--- src/rtl/mrd_pkg.sv ---
package mrd_pkg;

  // Nominal frame period, in master clocks, for rate index idx.
  function automatic int unsigned rate_period(input int unsigned base, input int unsigned idx);
    return base << idx;
  endfunction

endpackage

--- src/rtl/mrd_sync.sv ---
module mrd_sync #(
  parameter int STAGES = 2
) (
  input  logic clk,
  input  logic rst,
  input  logic d_i,
  output logic rise_o
);

  // sh[STAGES-1] is the synchronized level, sh[STAGES] its one-cycle delay.
  logic [STAGES:0] sh;

  always_ff @(posedge clk) begin
    if (rst) sh <= '0;
    else     sh <= {sh[STAGES-1:0], d_i};
  end

  assign rise_o = sh[STAGES-1] & ~sh[STAGES];

  // a detected rise is one cycle wide, so one edge opens exactly one frame
  a_r9_single_rise: assert property (@(posedge clk) disable iff (rst)
    rise_o |=> !rise_o);

endmodule

--- src/rtl/mrd_period_counter.sv ---
module mrd_period_counter #(
  parameter int CNT_W = 11
) (
  input  logic             clk,
  input  logic             rst,
  input  logic             rise_i,
  output logic             meas_valid_o,
  output logic [CNT_W-1:0] meas_val_o,
  output logic             timeout_o
);

  localparam logic [CNT_W-1:0] CNT_MAX = '1;
  localparam logic [CNT_W-1:0] CNT_ONE = CNT_W'(1);

  logic [CNT_W-1:0] cnt;
  logic             seen;

  always_ff @(posedge clk) begin
    if (rst) begin
      cnt          <= '0;
      seen         <= 1'b0;
      meas_valid_o <= 1'b0;
      meas_val_o   <= '0;
      timeout_o    <= 1'b0;
    end else begin
      meas_valid_o <= rise_i & seen;
      timeout_o    <= !rise_i && (cnt == CNT_MAX - CNT_ONE);
      if (rise_i) begin
        meas_val_o <= cnt;
        cnt        <= CNT_ONE;
        seen       <= 1'b1;
      end else if (cnt != CNT_MAX) begin
        cnt <= cnt + CNT_ONE;
      end
    end
  end

  // counter holds at its ceiling instead of wrapping
  a_r7_hold_at_max: assert property (@(posedge clk) disable iff (rst)
    (cnt == CNT_MAX && !rise_i) |=> (cnt == CNT_MAX));

  // timeout is a single-cycle event
  a_r7_timeout_pulse: assert property (@(posedge clk) disable iff (rst)
    timeout_o |=> !timeout_o);

  // a measurement and a timeout never coincide
  a_r7_exclusive: assert property (@(posedge clk) disable iff (rst)
    !(timeout_o && meas_valid_o));

endmodule

--- src/rtl/mrd_classify.sv ---
module mrd_classify #(
  parameter int BASE_PERIOD = 256,
  parameter int NUM_RATES   = 3,
  parameter int CNT_W       = 11,
  parameter int CODE_W      = 2
) (
  input  logic [CNT_W-1:0]  meas_i,
  output logic              hit_o,
  output logic [CODE_W-1:0] code_o
);

  logic [NUM_RATES-1:0] hit_vec;

  for (genvar g = 0; g < NUM_RATES; g++) begin : g_rate
    assign hit_vec[g] = (meas_i == CNT_W'(mrd_pkg::rate_period(BASE_PERIOD, g)));
  end

  always_comb begin
    code_o = '0;
    for (int i = 0; i < NUM_RATES; i++) begin
      if (hit_vec[i]) code_o = CODE_W'(i);
    end
    hit_o = |hit_vec;
  end

  // a count can match at most one supported rate
  always_comb begin
    a_r3_one_match: assert ($onehot0(hit_vec));
  end

endmodule

--- src/rtl/mclk_rate_detect.sv ---
module mclk_rate_detect #(
  parameter int BASE_PERIOD = 256,
  parameter int NUM_RATES   = 3,
  parameter int CNT_W       = 11,
  parameter int SYNC_STAGES = 2,
  parameter int CODE_W      = $clog2(NUM_RATES)
) (
  input  logic              clk,
  input  logic              rst,
  input  logic              fs_i,
  output logic [CODE_W-1:0] rate_o,
  output logic              locked_o,
  output logic              err_o
);

  logic              rise;
  logic              meas_valid;
  logic [CNT_W-1:0]  meas_val;
  logic              timeout;
  logic              hit;
  logic [CODE_W-1:0] cls_code;
  logic              prev_ok;

  mrd_sync #(.STAGES(SYNC_STAGES)) u_sync (
    .clk    (clk),
    .rst    (rst),
    .d_i    (fs_i),
    .rise_o (rise)
  );

  mrd_period_counter #(.CNT_W(CNT_W)) u_count (
    .clk          (clk),
    .rst          (rst),
    .rise_i       (rise),
    .meas_valid_o (meas_valid),
    .meas_val_o   (meas_val),
    .timeout_o    (timeout)
  );

  mrd_classify #(
    .BASE_PERIOD (BASE_PERIOD),
    .NUM_RATES   (NUM_RATES),
    .CNT_W       (CNT_W),
    .CODE_W      (CODE_W)
  ) u_class (
    .meas_i (meas_val),
    .hit_o  (hit),
    .code_o (cls_code)
  );

  always_ff @(posedge clk) begin
    if (rst) begin
      rate_o   <= '0;
      locked_o <= 1'b0;
      err_o    <= 1'b0;
      prev_ok  <= 1'b0;
    end else if (timeout) begin
      err_o    <= 1'b1;
      locked_o <= 1'b0;
      prev_ok  <= 1'b0;
    end else if (meas_valid) begin
      if (hit) begin
        locked_o <= prev_ok && (rate_o == cls_code);
        rate_o   <= cls_code;
        err_o    <= 1'b0;
        prev_ok  <= 1'b1;
      end else begin
        locked_o <= 1'b0;
        err_o    <= 1'b1;
        prev_ok  <= 1'b0;
      end
    end
  end

  // lock and error are never reported together
  a_r6_lock_no_err: assert property (@(posedge clk) disable iff (rst)
    !(locked_o && err_o));

  // an unsupported period drops lock, raises error, keeps the code
  a_r6_bad_period: assert property (@(posedge clk) disable iff (rst)
    (meas_valid && !hit) |=> (err_o && !locked_o && $stable(rate_o)));

  // lock only rises on a measurement
  a_r4_lock_on_meas: assert property (@(posedge clk) disable iff (rst)
    $rose(locked_o) |-> $past(meas_valid));

  // a change of code never leaves lock set
  a_r5_change_unlocks: assert property (@(posedge clk) disable iff (rst)
    (meas_valid && hit && cls_code != rate_o) |=> !locked_o);

  // a timeout raises error and drops lock
  a_r7_timeout_err: assert property (@(posedge clk) disable iff (rst)
    timeout |=> (err_o && !locked_o));

  // code always names a supported rate
  a_r3_code_range: assert property (@(posedge clk) disable iff (rst)
    int'(rate_o) < NUM_RATES);

endmodule

--- config.mk ---
export PLATFORM = sky130hd
export DESIGN_NAME = mclk_rate_detect
export DESIGN_NICKNAME = d
export VERILOG_FILES = /design/src/rtl/mrd_pkg.sv /design/src/rtl/mrd_sync.sv /design/src/rtl/mrd_period_counter.sv /design/src/rtl/mrd_classify.sv /design/src/rtl/mclk_rate_detect.sv
export SDC_FILE = /design/constraint.sdc
export NUM_CORES = 1
export LEC_CHECK = 0
export CORE_UTILIZATION = 38
export CTS_BUF_LIST = sky130_fd_sc_hd__clkbuf_8
export CTS_CLUSTER_SIZE = 40
export DETAILED_ROUTE_END_ITERATION = 10
export GPL_TIMING_DRIVEN = 0
export SLEW_MARGIN = 20
export SYNTH_ARGS = -nofsm -noshare
export SYNTH_HDL_FRONTEND = slang
export SYNTH_SLANG_ARGS = --single-unit
--- constraint.sdc ---
create_clock -name clk -period 3.8 [get_ports clk]
set_clock_uncertainty 0.05 [all_clocks]
set_input_delay 0.95 -clock clk [delete_from_list [all_inputs] [get_ports clk]]
set_output_delay 0.95 -clock clk [all_outputs]
set_load 0.05 [all_outputs]
==> results_dict.tcl <==
set metrics [dict create \
    netlist_area_um2 1410 \
    cp_top_family "buffers and inverters" \
    postCtsSetupBuffers 0 \
    hold_violations 0 \
    synth_top_area_share_pct 47.0 \
    hpwl_um 2010 \
    rr_startpoint "u_count.cnt[1]" \
    dp.cells 215 \
    synth_area_leaders "dfxtp_1 (47%), nand2_1 (6.9%), a21oi_1 (6.4%), nor2_1 (2.7%), nor3_1 (2.5%)" \
    cp_slowest_stage_delay_ns 0.82 \
    p_sw_share_pct 21.8 \
    crit_required_ns 2.80 \
    final_cell_mix "dfxtp_1 (33), nand2_1 (26), a21oi_1 (18), nor2_1 (10)" \
    setup_viol 0 \
    worst-path-stages 1 \
    cp_cell_sequence "clkdlybuf4s50_1" \
    rsz0062_at_grt "false" \
    tightest_slew_ns 0.488 \
    drtIter0Drc 58 \
    drive_gt1_share_pct 7.34 \
    p_comb_share_pct 3.5 \
    cap_violations 0 \
    crit_start "rate_o[0]" \
    wl_met1_um 1310 \
    grt_overflow 0 \
    synth_cell_types 37 \
    synth_edf_count 0 \
    grt_first_pass_wirelength_um 4950 \
    critPathArrivalTime_ns 1.49 \
    ctsHtreeMaxLevel 2 \
    final_cells 223 \
    p_seq_share_pct 53.3 \
    drt_pass1_iterations 4 \
    io_pins 7 \
    wl_met3_um 106 \
    postLayoutCoreUtil_pct 47.2 \
    highest_layer "met4" \
    clock_path_buffers 2 \
    cpMaxStageDelayCell "clkdlybuf4s50_1" \
    async_flop_share_pct 0 \
    final_common_cell "dfxtp_1" \
    powerDensity_nw_per_um2 412 \
    startpoint_type "register" \
    max_clock_freq_mhz 401 \
    tns_ns 0 \
    met2_wirelength_um 1340 \
    clk_pin_slew_ns 0.07 \
    finalCriticalPeriod_ns 2.49 \
    timing.slew.headroom_pct 67.4 \
    area_growth_pct 15.6 \
    final_max_slew_viol_count 0 \
    place_congestion 0.840 \
    yosysTopAreaCell "dfxtp_1" \
    whs_path_depth 1 \
    port_buffers 6 \
    vias 1175 \
    n_fill_cell 340 \
    hp-class "reg2reg" \
    syn_inst 163 \
    clkPwrFrac_pct 43.1 \
    intPower_uw 523 \
    die_h_um 62.8 \
    final_nets 181 \
    path_max_fanout 5 \
    irDropWorstVdd_v 0.000210 \
    track_usage_pct 16.6 \
    start_util_pct 40.8 \
    ctsResizeCount 0 \
    cts_tree "built" \
    p_leak_nw 0.543 \
    syn_nets 168 \
    status "completed" \
    cts_hold_buf 0 \
    yosysWarnings 0 \
    core_area_um2 3440 \
    min_from "u_sync.sh[0]" \
    switchingPower_uw 146 \
    ff2ff_path_depth 7 \
    cp.buffers_inverters 1 \
    viasPerCell 5.27 \
    end_kind "primary output" \
    diodes 0 \
    synth_flop_cell "dfxtp_1" \
    die-area_um2 3950 \
    yosys_register_bits 33 \
    drtAntennaViolNets 0 \
    rows 21 \
    grt_max_degree 11 \
    syn_avg_cell_area_um2 8.62 \
    crit_type "reg2out" \
    wl_per_cell_um 12.6 \
    die_w_um 62.8 \
    fin_crit_sh_pct 65.6 \
    root_buffer "clkbuf_8" \
    first_global_vias 1091 \
    insertion_delay_ns 0.28 \
    numCtsBuffers 5 \
    clock_sinks 33 \
    antenna_found_initial 0 \
    drc 0 \
    synth.yosys.seq_area_share_pct 47.0 \
    drt_wl_total_um 2810 \
]
flip-flops by register name, indices dropped and copies added, names as in the netlist, 2 cells and up:
name and count:
u_count.meas_val_o 11, u_sync.sh 3, rate_o 2, u_count.cnt 11
cell type report:
cell class | instances | area [um^2] | share of cell area (%)
tap | 46 | 57.6 | 3.54
multi-input combinational | 120 | 692 | 42.6
timing repair buffer | 6 | 60.1 | 3.70
clock buffer | 7 | 96.3 | 5.93
sequential | 33 | 661 | 40.7
clock inverter | 1 | 5.00 | 0.308
inverter | 2 | 7.51 | 0.462
buffer | 8 | 45.0 | 2.77
routing by layer:
layer / vias to the layer above / GRT usage (%)
li1: 603 / -
met3: 7 / 6.02
met4: 0 / 8.43
met2: 18 / 27.0
met5: - / 0
met1: 547 / 19.1
cell usage after synthesis, types with 2 or more instances:
cell and count:
ha_1 2, and4_1 2, nor2_1 10, and3_1 4
and2_1 2, o21ai_0 6, a22oi_1 2, or3_1 3
nor4bb_1 2, nand2b_1 3, nand3_1 4, a21oi_1 18
nor3b_1 3, xnor2_1 3, nand2_1 26, inv_1 2
nor3_1 7, nor2b_1 4, dfxtp_1 33, a31oi_1 3
a211oi_1 2, clkbuf_1 6, buf_6 2
cells by family after synthesis:
logic type	Yosys count	share of synthesized area [%]
AND/OR/NAND/NOR	76	28.7
AO/OA/AOI/OAI	37	15.6
flip-flops	33	47.0
buffers and inverters	10	3.74
XOR/XNOR	4	2.49
adder cells (fa/ha/maj)	2	1.78
multiplexers	1	0.712
worst paths after layout:
kind,end,slack (ns)
max,rate_o[0],1.31
max reg2reg,u_count.cnt[3],1.96
min,u_sync.sh[1],0.40
min reg2reg,u_sync.sh[1],0.40
power by group through the flow:
| stage | Clock [mW] | Combinational, mW | Sequential [mW] |
|---|---|---|---|
| floorplan | 0 | 0.0162 | 0.363 |
| global placement | 0 | 0.0232 | 0.364 |
| detailed placement | 0 | 0.0237 | 0.364 |
| CTS | 0.295 | 0.0238 | 0.357 |
| global route | 0.318 | 0.0274 | 0.357 |
| finish | 0.289 | 0.0237 | 0.357 |
per-stage QoR:
| step | power, mW | hold slack, ns | instance area [um^2] | setup WS, ns |
|---|---|---|---|---|
| 3_5_place_dp | 0.388 | 0.386 | 1520 | 1.39 |
| 2_1_floorplan | 0.379 | 0.364 | 1410 | 2.02 |
| 4_1_cts | 0.675 | 0.407 | 1620 | 1.29 |
| 5_1_grt | 0.702 | 0.413 | 1620 | 1.23 |
| 3_3_place_gp | 0.387 | 0.371 | 1520 | 1.41 |
| 6_report | 0.669 | 0.398 | 1620 | 1.31 |
worst reg2reg max path: stages, from the launching register on:
cell     delay [ns]
dfxtp_1        0.38
ha_1           0.25
and3_1         0.20
buf_6          0.13
and4_4         0.17
buf_6          0.12
or3_1          0.34
a21oi_1        0.14
Note: power is estimated with default switching activity, not from simulation.
